File: src/rtl/hsr_pkg.sv
package hsr_pkg;

    localparam int N_SLOTS = 3;
    localparam int SLOT_W  = 2;
    localparam int HS_BIT  = 4;

    localparam logic [7:0] PID_ACK = 8'hD2;
    localparam logic [7:0] PID_NAK = 8'h5A;

    typedef enum logic [1:0] {
        TK_SETUP = 2'd0,
        TK_OUT   = 2'd1,
        TK_IN    = 2'd2
    } tok_kind_e;

    typedef enum logic [1:0] {
        CT_NONE  = 2'd0,
        CT_SETUP = 2'd1,
        CT_OUT0  = 2'd2,
        CT_OUTX  = 2'd3
    } cur_tok_e;

    typedef enum logic [2:0] {
        RSP_NONE = 3'd0,
        RSP_ACK  = 3'd1,
        RSP_NAK  = 3'd2,
        RSP_PID  = 3'd3,
        RSP_DATA = 3'd4
    } rsp_kind_e;

    typedef struct packed {
        rsp_kind_e          kind;
        logic [7:0]         pid;
        logic [SLOT_W-1:0]  slot;
        logic [3:0]         len;
    } rsp_t;

    // Endpoint number to transmit slot
    function automatic logic [SLOT_W-1:0] slot_of(input logic [3:0] ep);
        if (ep == 4'd0)
            return 2'd0;
        else if (ep[1])
            return 2'd2;
        else
            return 2'd1;
    endfunction

endpackage

File: src/rtl/hsr_rx_track.sv
module hsr_rx_track #(
    parameter int LEN_W = 4
) (
    input  logic             clk,
    input  logic             rst,
    input  logic             tok_set,
    input  logic [1:0]       tok_code,
    input  logic             store,
    input  logic [LEN_W-1:0] store_len,
    input  logic             release_i,
    output logic [1:0]       cur_tok,
    output logic             busy,
    output logic [LEN_W-1:0] len,
    output logic [1:0]       token,
    output logic             half
);

    always_ff @(posedge clk) begin
        if (rst) begin
            cur_tok <= 2'd0;
            busy    <= 1'b0;
            len     <= '0;
            token   <= 2'd0;
            half    <= 1'b0;
        end else begin
            if (tok_set)
                cur_tok <= tok_code;
            if (store) begin
                busy  <= 1'b1;
                len   <= store_len;
                token <= cur_tok;
                half  <= ~half;
            end else if (release_i) begin
                busy <= 1'b0;
                len  <= '0;
            end
        end
    end

endmodule

File: src/rtl/hsr_tx_slots.sv
module hsr_tx_slots
    import hsr_pkg::*;
#(
    parameter int N   = N_SLOTS,
    parameter int SW  = SLOT_W
) (
    input  logic                clk,
    input  logic                rst,
    input  logic                wr,
    input  logic [SW-1:0]       wr_slot,
    input  logic [7:0]          wr_val,
    input  logic                take,
    input  logic [SW-1:0]       take_slot,
    output logic [N-1:0][7:0]   fields
);

    for (genvar g = 0; g < N; g++) begin : g_slot
        always_ff @(posedge clk) begin
            if (rst)
                fields[g] <= PID_NAK;
            else if (wr && wr_slot == SW'(g))
                fields[g] <= wr_val;
            else if (take && take_slot == SW'(g))
                fields[g] <= PID_NAK;
        end
    end

endmodule

File: src/rtl/hsr_addr_commit.sv
module hsr_addr_commit #(
    parameter int AW = 7
) (
    input  logic          clk,
    input  logic          rst,
    input  logic          wr,
    input  logic [AW-1:0] wr_val,
    input  logic          commit,
    output logic [AW-1:0] addr
);

    logic [AW-1:0] pending;

    always_ff @(posedge clk) begin
        if (rst) begin
            pending <= '0;
            addr    <= '0;
        end else begin
            if (wr)
                pending <= wr_val;
            if (commit)
                addr <= pending;
        end
    end

endmodule

File: src/rtl/hsr_responder.sv
module hsr_responder
    import hsr_pkg::*;
#(
    parameter int LEN_W       = 4,
    parameter int ADDR_W      = 7,
    parameter int MIN_PAYLOAD = 4
) (
    input  logic              clk,
    input  logic              rst,
    input  logic              tok_valid,
    input  logic [1:0]        tok_kind,
    input  logic [3:0]        tok_ep,
    input  logic              dat_valid,
    input  logic [LEN_W-1:0]  dat_len,
    input  logic              rx_release,
    input  logic              txw_valid,
    input  logic [1:0]        txw_ep,
    input  logic [7:0]        txw_value,
    input  logic              addr_wr,
    input  logic [ADDR_W-1:0] addr_value,
    output logic [2:0]        rsp_kind,
    output logic [7:0]        rsp_pid,
    output logic [1:0]        rsp_ep,
    output logic [3:0]        rsp_len,
    output logic              rx_busy,
    output logic [LEN_W-1:0]  rx_len,
    output logic [1:0]        rx_token,
    output logic              rx_half,
    output logic [ADDR_W-1:0] dev_addr
);

    localparam logic [LEN_W-1:0] MIN_L = LEN_W'(MIN_PAYLOAD);

    logic [1:0]             cur_tok;
    logic [N_SLOTS-1:0][7:0] fields;
    logic [SLOT_W-1:0]      slot;
    logic [7:0]             sel_field;
    tok_kind_e              tk;
    logic                   tok_set;
    logic [1:0]             tok_code;
    logic                   store;
    logic                   take;
    rsp_t                   nxt, rsp_q;

    assign tk        = tok_kind_e'(tok_kind);
    assign slot      = slot_of(tok_ep);
    assign sel_field = fields[slot];

    always_comb begin
        nxt      = '0;
        tok_set  = 1'b0;
        tok_code = CT_NONE;
        store    = 1'b0;
        take     = 1'b0;
        if (tok_valid) begin
            case (tk)
                TK_SETUP: begin
                    tok_set  = 1'b1;
                    tok_code = CT_SETUP;
                end
                TK_OUT: begin
                    tok_set  = 1'b1;
                    tok_code = (tok_ep == 4'd0) ? CT_OUT0 : CT_OUTX;
                end
                TK_IN: begin
                    if (rx_busy) begin
                        nxt.kind = RSP_NAK;
                        nxt.pid  = PID_NAK;
                    end else if (sel_field[HS_BIT]) begin
                        nxt.kind = RSP_PID;
                        nxt.pid  = sel_field;
                    end else begin
                        nxt.kind = RSP_DATA;
                        nxt.slot = slot;
                        nxt.len  = sel_field[3:0];
                        take     = 1'b1;
                    end
                end
                default: ;
            endcase
        end else if (dat_valid && cur_tok != CT_NONE) begin
            if (rx_busy) begin
                nxt.kind = RSP_NAK;
                nxt.pid  = PID_NAK;
            end else begin
                nxt.kind = RSP_ACK;
                nxt.pid  = PID_ACK;
                store    = (dat_len >= MIN_L);
            end
        end
    end

    hsr_rx_track #(.LEN_W(LEN_W)) u_rx (
        .clk       (clk),
        .rst       (rst),
        .tok_set   (tok_set),
        .tok_code  (tok_code),
        .store     (store),
        .store_len (dat_len),
        .release_i (rx_release),
        .cur_tok   (cur_tok),
        .busy      (rx_busy),
        .len       (rx_len),
        .token     (rx_token),
        .half      (rx_half)
    );

    hsr_tx_slots #(.N(N_SLOTS), .SW(SLOT_W)) u_tx (
        .clk       (clk),
        .rst       (rst),
        .wr        (txw_valid),
        .wr_slot   (txw_ep),
        .wr_val    (txw_value),
        .take      (take),
        .take_slot (slot),
        .fields    (fields)
    );

    hsr_addr_commit #(.AW(ADDR_W)) u_addr (
        .clk    (clk),
        .rst    (rst),
        .wr     (addr_wr),
        .wr_val (addr_value),
        .commit (take),
        .addr   (dev_addr)
    );

    always_ff @(posedge clk) begin
        if (rst)
            rsp_q <= '0;
        else
            rsp_q <= nxt;
    end

    assign rsp_kind = rsp_q.kind;
    assign rsp_pid  = rsp_q.pid;
    assign rsp_ep   = rsp_q.slot;
    assign rsp_len  = rsp_q.len;

endmodule

File: config.mk
export PLATFORM = sky130hd
export DESIGN_NAME = hsr_responder
export DESIGN_NICKNAME = d
export VERILOG_FILES = /design/src/rtl/hsr_pkg.sv /design/src/rtl/hsr_rx_track.sv /design/src/rtl/hsr_tx_slots.sv /design/src/rtl/hsr_addr_commit.sv /design/src/rtl/hsr_responder.sv
export SDC_FILE = /design/constraint.sdc
export NUM_CORES = 1
export LEC_CHECK = 0
export BUFFER_PORTS_ARGS = -buffer_cell sky130_fd_sc_hd__buf_2
export CORE_MARGIN = 3
export CORE_UTILIZATION = 50
export DETAILED_ROUTE_END_ITERATION = 6
export PLACE_DENSITY = 0.79
export REMOVE_ABC_BUFFERS = 1
export SYNTH_ARGS = -nofsm -noshare
export SYNTH_HDL_FRONTEND = slang
export SYNTH_HIERARCHICAL = 1
export SYNTH_SLANG_ARGS = --single-unit
File: constraint.sdc
create_clock -name clk -period 2.6 [get_ports clk]
set_input_delay 0.65 -clock clk [delete_from_list [all_inputs] [get_ports clk]]
set_output_delay 0.65 -clock clk [all_outputs]
set_load 0.05 [all_outputs]
==> results of run 1 <==
-- final cells by class --
type	instances	area, um^2
inverter	18	67.6
tap	67	83.8
sequential	65	1300
multi-input combinational	159	1160
clock buffer	12	145
timing repair buffer	76	420
clock inverter	3	17.5
fill	416	1710
-- metal layers --
| layer | vias to the layer above | track usage [%] | wire length [um] |
|---|---|---|---|
| met2 | 63 | 32.0 | 2850 |
| met5 | - | 0 | 0 |
| met3 | 11 | 5.05 | 301 |
| met4 | 0 | 10.8 | 100 |
| met1 | 997 | 25.2 | 2470 |
| li1 | 1052 | - | - |
-- Yosys cell counts --
| library cell | number | share of area [%] |
|---|---|---|
| nand3b_2 | 2 | 0.86 |
| o31ai_4 | 1 | 0.81 |
| a21boi_0 | 1 | 0.29 |
| mux2i_1 | 21 | 8.0 |
| or3b_2 | 2 | 0.67 |
| buf_4 | 1 | 0.29 |
| a21oi_1 | 10 | 1.9 |
| nand3b_1 | 3 | 0.86 |
| a311oi_1 | 1 | 0.33 |
| o32a_2 | 4 | 1.7 |
| o21a_1 | 3 | 0.86 |
| inv_1 | 18 | 2.6 |
| and3_4 | 1 | 0.43 |
| o21ai_4 | 1 | 0.62 |
| o32ai_1 | 12 | 4.0 |
| or4b_4 | 1 | 0.52 |
| nor3_2 | 1 | 0.38 |
| buf_6 | 5 | 2.1 |
| nor3_1 | 5 | 0.95 |
| nor2_1 | 38 | 5.4 |
| clkbuf_1 | 7 | 1.0 |
| or4_1 | 1 | 0.29 |
| nand2_1 | 8 | 1.1 |
| xnor2_1 | 1 | 0.33 |
| o21ai_2 | 1 | 0.33 |
| o32a_1 | 8 | 3.0 |
| nor3_4 | 2 | 1.2 |
| o211ai_1 | 1 | 0.29 |
| mux2_2 | 5 | 2.1 |
| buf_2 | 2 | 0.38 |
| or3b_1 | 3 | 1.0 |
| nor2b_1 | 1 | 0.24 |
| o21ai_0 | 2 | 0.38 |
| dfxtp_1 | 65 | 49 |
| nand2b_1 | 8 | 1.9 |
| and2_1 | 1 | 0.24 |
| o41ai_1 | 2 | 0.67 |
| or2_2 | 5 | 1.2 |
| a31oi_2 | 1 | 0.48 |
| a32o_1 | 2 | 0.76 |
-- critical path, delay by kind of cell --
| family | cells | cell delay, ns |
|---|---|---|
| simple gates | 3 | 0.84 |
| compound gates | 3 | 0.69 |
| buf+inv | 1 | 0.13 |
-- sequential cells by signal (all words and copies together) (netlist names), 3 cells and up --
signal	count
u_addr/pending	7
rsp_kind	3
u_rx/len	4
u_tx/fields	24
u_addr/addr	7
rsp_pid	8
rsp_len	4
-- through the flow --
stage / area [um^2] / setup WS [ns]
after floorplan: 2530 / -0.108
after global placement: 3040 / 0.236
after detailed placement: 3040 / 0.183
after CTS: 3200 / 0.541
after global routing: 3200 / 0.471
final: 3200 / 0.521
-- power by group through the flow --
stage / combinational, uW / clock [uW] / sequential [uW]
2_1_floorplan: 84.2 / 0 / 1070
3_3_place_gp: 180 / 0 / 1060
3_5_place_dp: 182 / 0 / 1060
4_1_cts: 183 / 736 / 1030
5_1_grt: 199 / 788 / 1040
6_report: 183 / 715 / 1030
-- how the worst max path moves through the flow --
stage | startpoint | endpoint | slack (ns)
global route | tok_ep[0] | u_tx/fields[12]$_SDFFE_PP1P_ | 0.47
global placement | tok_ep[0] | u_tx/fields[3]$_SDFFE_PP1P_ | 0.24
floorplan | tok_ep[1] | u_tx/fields[10]$_SDFFE_PP0P_ | -0.11
finish | tok_ep[0] | u_tx/fields[12]$_SDFFE_PP1P_ | 0.52
detailed placement | tok_ep[0] | u_tx/fields[12]$_SDFFE_PP1P_ | 0.18
CTS | tok_ep[0] | u_tx/fields[12]$_SDFFE_PP1P_ | 0.54
-- cell families after synthesis --
family | after synthesis
and+or+nand+nor | 82
DFF | 65
AOI/OAI and AO/OA | 50
buffers and inverters | 33
muxes | 26
xor gates and xnor gates | 1
==> results.py, run 1 <==
metrics = {
    "finish": {
        "final_cell_mix": "65 x buf_2, 65 x dfxtp_1, 38 x nor2_1",
        "diodes": 0,
        "fin_nets": 363,
        "postLayoutCoreUtil_pct": 65.1,
        "layoutNonFillerInstCount": 400,
        "drive_above_1_share_pct": 34.8,
        "area_growth_pct": 21.5,
    },
    "sta": {
        "finalClockSkew_ns": 0.00708,
        "hold_violations": 0,
        "tns_ns": 0,
        "timing.hold.ws_ns": 0.475,
        "setup_viol": 0,
        "worstMarginPinSlew_ns": 0.389,
        "slew_headroom_pct": 74.1,
        "rsz0062_at_grt": "false",
        "fin_crit_sh_pct": 80.0,
        "slew_violations": 0,
        "max_freq_mhz": 481,
        "period_needed_ns": 2.08,
    },
    "routing": {
        "vias": 2123,
        "wire_per_inst_um": 14.3,
        "drt-vias-per-instance": 5.31,
        "drtIter0Drc": 110,
        "drc": 0,
        "final_antenna_net_count": 0,
        "dr.pass1.iters": 5,
        "drt-total-wl_um": 5720,
    },
    "setup_path": {
        "r2r-start": "u_tx/fields[4]$_SDFFE_PP1P_",
        "rr_worst_depth": 6,
        "crit-reg2reg-capture": "u_tx/fields[12]$_SDFFE_PP1P_",
        "path_cells": "buf_2 -> or4b_4 -> a31oi_2 -> nor3_1 -> nand2b_1 -> o21ai_2 -> o32a_1",
        "slowest_stage": "or4b_4",
        "worstPathArrival_ns": 2.30,
        "required_ns": 2.82,
        "crit_type": "input pin to flop",
        "cp-end-kind": "flop",
        "path_max_fanout": 8,
        "start_kind": "input pin",
        "rrSetupSlack_ns": 0.69,
        "critPathMaxStageDelay_ns": 0.55,
    },
    "logic_synthesis": {
        "synth_fa_ha_area_share_pct": 0,
        "syn_avg_cell_area_um2": 10.2,
        "ys_types": 40,
        "ys_ff_latch": 65,
        "syn_area_um2": 2630,
        "synth_top_family_by_area": "simple AND/OR/NAND/NOR gates",
        "synth_compound_area_share_pct": 16.4,
        "syn_inst": 257,
        "ys_warn_count": 6,
        "synth-simple-area-share_pct": 17.3,
        "muxShareOfSynthArea_pct": 10.1,
        "synth_xor_area_share_pct": 0.333,
        "seq_area_frac_synth_pct": 49.4,
    },
    "place": {
        "io_buffers": 65,
        "globalplace.congestion": 0.790,
        "dp_hpwl_um": 4160,
        "dpl.cell_count": 385,
    },
    "die": {
        "coreArea_um2": 4910,
        "ios": 66,
        "fp-row-count": 25,
        "die_w_um": 78.6,
        "dieArea_um2": 6170,
        "initial_core_util_pct": 53.6,
        "die_h_um": 78.6,
    },
    "global_route": {
        "grt_first_pass_wirelength_um": 9720,
        "overflow": 0,
        "first_global_vias": 2084,
        "antenna_found_initial": 0,
        "grt_max_degree": 39,
        "grt_use_total_pct": 20.2,
    },
    "pwr": {
        "pwr-share-comb_pct": 9.5,
        "powerDensity_nw_per_um2": 604,
        "clkPwrFrac_pct": 37.0,
        "pwr-share-seq_pct": 53.5,
        "internal-power_uw": 1460,
        "p_switching_uw": 471,
        "ir_worst_vdd_uv": 334,
        "p_leak_uw": 0.00134,
        "p_sw_share_pct": 24.4,
        "power.total_uw": 1930,
    },
    "cts": {
        "cts_hold_repair.buffers": 0,
        "clk_latency_ns": 0.34,
        "clk_pin_slew_ns": 0.06,
        "post_cts_resized": 0,
        "post_cts_buffers": 0,
        "cts_sinks": 65,
        "cts_buffers": 9,
        "htree_levels": 3,
        "cts_root_buf": "clkbuf_8",
        "cts_tree": "done",
        "clock_path_buffers": 2,
    },
    "min_path": {
        "min_path_type": "flop to flop",
        "min_path_cells": 2,
        "min_to": "rsp_pid[5]$_SDFF_PP0_",
        "hold_start": "u_tx/fields[21]$_SDFFE_PP0P_",
    },
    "outcome": {
        "outcome": "completed",
    },
    "job": {
        "drv_cap": 0,
    },
}
Note: power is estimated with default switching activity, not from simulation.
==> inputs of run 2 (changes only) <==
CORE_UTILIZATION = 47   (was 50)
PLACE_DENSITY = 0.78   (was 0.79)
clock period = 1.8 ns   (was 2.6 ns; I/O delays follow)
==> run 2 against run 1 <==
Sequential share of layout area fell by 1.8 points. Via count rose by 2.2%. First-iteration DRC count rose by 6.4%. Critical path type is now flop to flop. Sequential cell count did not move.
==> results.py, run 2 (synthesis results as in run 1) <==
metrics = {
    "global_route": {
        "first_global_vias": 2067,
        "grt_max_degree": 60,
        "overflow": 0,
        "grt_use_total_pct": 18.7,
        "grt_first_pass_wirelength_um": 9360,
        "antenna_found_initial": 0,
    },
    "setup_path": {
        "rr_worst_depth": 6,
        "worstPathArrival_ns": 2.01,
        "rrSetupSlack_ns": 0.02,
        "crit_type": "flop to flop",
        "cp-end-kind": "flop",
        "required_ns": 2.03,
        "crit-reg2reg-capture": "u_tx/fields[1]$_SDFFE_PP1P_",
        "r2r-start": "u_tx/fields[4]$_SDFFE_PP1P_",
        "crit_start": "u_tx/fields[4]$_SDFFE_PP1P_",
        "path_max_fanout": 7,
        "crit_path_end": "u_tx/fields[1]$_SDFFE_PP1P_",
        "start_kind": "flop",
    },
    "die": {
        "die_w_um": 80.8,
        "die_h_um": 80.8,
        "ios": 66,
        "coreArea_um2": 5270,
        "initial_core_util_pct": 50.0,
        "fp-row-count": 26,
        "dieArea_um2": 6540,
    },
    "pwr": {
        "p_leak_uw": 0.00141,
        "ir_worst_vdd_uv": 526,
        "powerDensity_nw_per_um2": 833,
    },
    "routing": {
        "drt-total-wl_um": 5940,
        "drtIter0Drc": 117,
        "drc": 0,
        "final_antenna_net_count": 0,
        "dr.pass1.iters": 4,
        "wire_per_inst_um": 14.2,
        "drt-vias-per-instance": 5.20,
        "vias": 2169,
    },
    "cts": {
        "clk_pin_slew_ns": 0.07,
        "cts_tree": "done",
        "htree_levels": 3,
        "cts_sinks": 65,
        "cts_buffers": 9,
        "clock_path_buffers": 2,
        "cts_root_buf": "clkbuf_8",
        "clk_latency_ns": 0.34,
    },
    "job": {
        "drv_cap": 0,
    },
    "sta": {
        "fin_crit_sh_pct": 98.7,
        "finalClockSkew_ns": 0.00632,
        "period_needed_ns": 1.78,
        "worstMarginPinSlew_ns": 0.420,
        "slew_headroom_pct": 72.0,
        "setup_slack_ns": 0.0242,
        "setup_viol": 0,
        "tns_ns": 0,
        "rsz0062_at_grt": "true",
        "slew_violations": 0,
        "hold_violations": 0,
        "max_freq_mhz": 563,
    },
    "finish": {
        "area_growth_pct": 27.4,
        "fin_nets": 376,
        "final_cell_mix": "65 x buf_2, 64 x dfxtp_1, 38 x nor2_1",
        "top_register": "u_tx/fields",
        "postLayoutCoreUtil_pct": 63.6,
        "largest_reg_flops": 24,
        "final_common_cell": "buf_2",
        "diodes": 0,
        "drive_above_1_share_pct": 38.3,
    },
    "outcome": {
        "outcome": "completed",
    },
    "place": {
        "globalplace.congestion": 0.825,
        "dp_hpwl_um": 4140,
        "io_buffers": 65,
        "pre_cts_ws_ns": -0.384,
    },
    "min_path": {
        "min_path_type": "input pin to flop",
    },
}
run 2: timing repair:
action                                  4_1_cts  5_1_grt
pin swaps                                     2        1
resized for setup                             5        5
endpoints found under the setup margin       14       15
setup buffers                                 1        1
hold buffers                                  0        0
run 2: worst min path at each step:
| stage | start | end | cells past startpoint |
|---|---|---|---|
| 2_1_floorplan | u_tx/fields[21]$_SDFFE_PP0P_ | rsp_pid[5]$_SDFF_PP0_ | 2 |
| 3_5_place_dp | u_tx/fields[21]$_SDFFE_PP0P_ | rsp_pid[5]$_SDFF_PP0_ | 2 |
| 4_1_cts | addr_value[6] | u_addr/pending[6]$_SDFFE_PP0P_ | 3 |
| 6_report | addr_value[0] | u_addr/pending[0]$_SDFFE_PP0P_ | 3 |
| 3_3_place_gp | u_tx/fields[21]$_SDFFE_PP0P_ | rsp_pid[5]$_SDFF_PP0_ | 2 |
| 5_1_grt | addr_value[0] | u_addr/pending[0]$_SDFFE_PP0P_ | 3 |
run 2: metrics by stage:
step           hold WS (ns)  std cells  power, uW  area [um^2]
3_5_place_dp          0.464        399       1810         3120
2_1_floorplan         0.439        242       1670         2530
5_1_grt               0.355        417       2920         3350
6_report              0.353        417       2790         3350
4_1_cts               0.335        416       2820         3310
3_3_place_gp          0.459        399       1800         3120
run 2: cell type report:
| cell class | instances | area, um^2 |
|---|---|---|
| tap | 70 | 87.6 |
| multi-input combinational | 159 | 1220 |
| fill | 445 | 1920 |
| inverter | 18 | 67.6 |
| clock buffer | 13 | 139 |
| sequential | 65 | 1300 |
| clock inverter | 3 | 17.5 |
| timing repair buffer | 89 | 518 |
run 2: metal layers:
layer | up-vias | GRT usage [%] | part of all wire, %
met5 | - | 0 | 0
met4 | 0 | 10.8 | 1.7
met3 | 10 | 3.88 | 5.5
met2 | 55 | 29.8 | 48
met1 | 1017 | 23.5 | 45
li1 | 1087 | - | -
run 2: worst max-delay path, cell delays in order, from the launching register on:
cell,delay [ns]
dfxtp_2,0.33
or4b_4,0.48
a31oi_4,0.18
nor3_4,0.07
nand2b_4,0.11
o21ai_4,0.09
o32a_4,0.40
run 2: where the power goes:
part / internal (uW) / switching (uW)
Sequential: 1470 / 18.8
Combinational: 130 / 164
Clock: 496 / 508
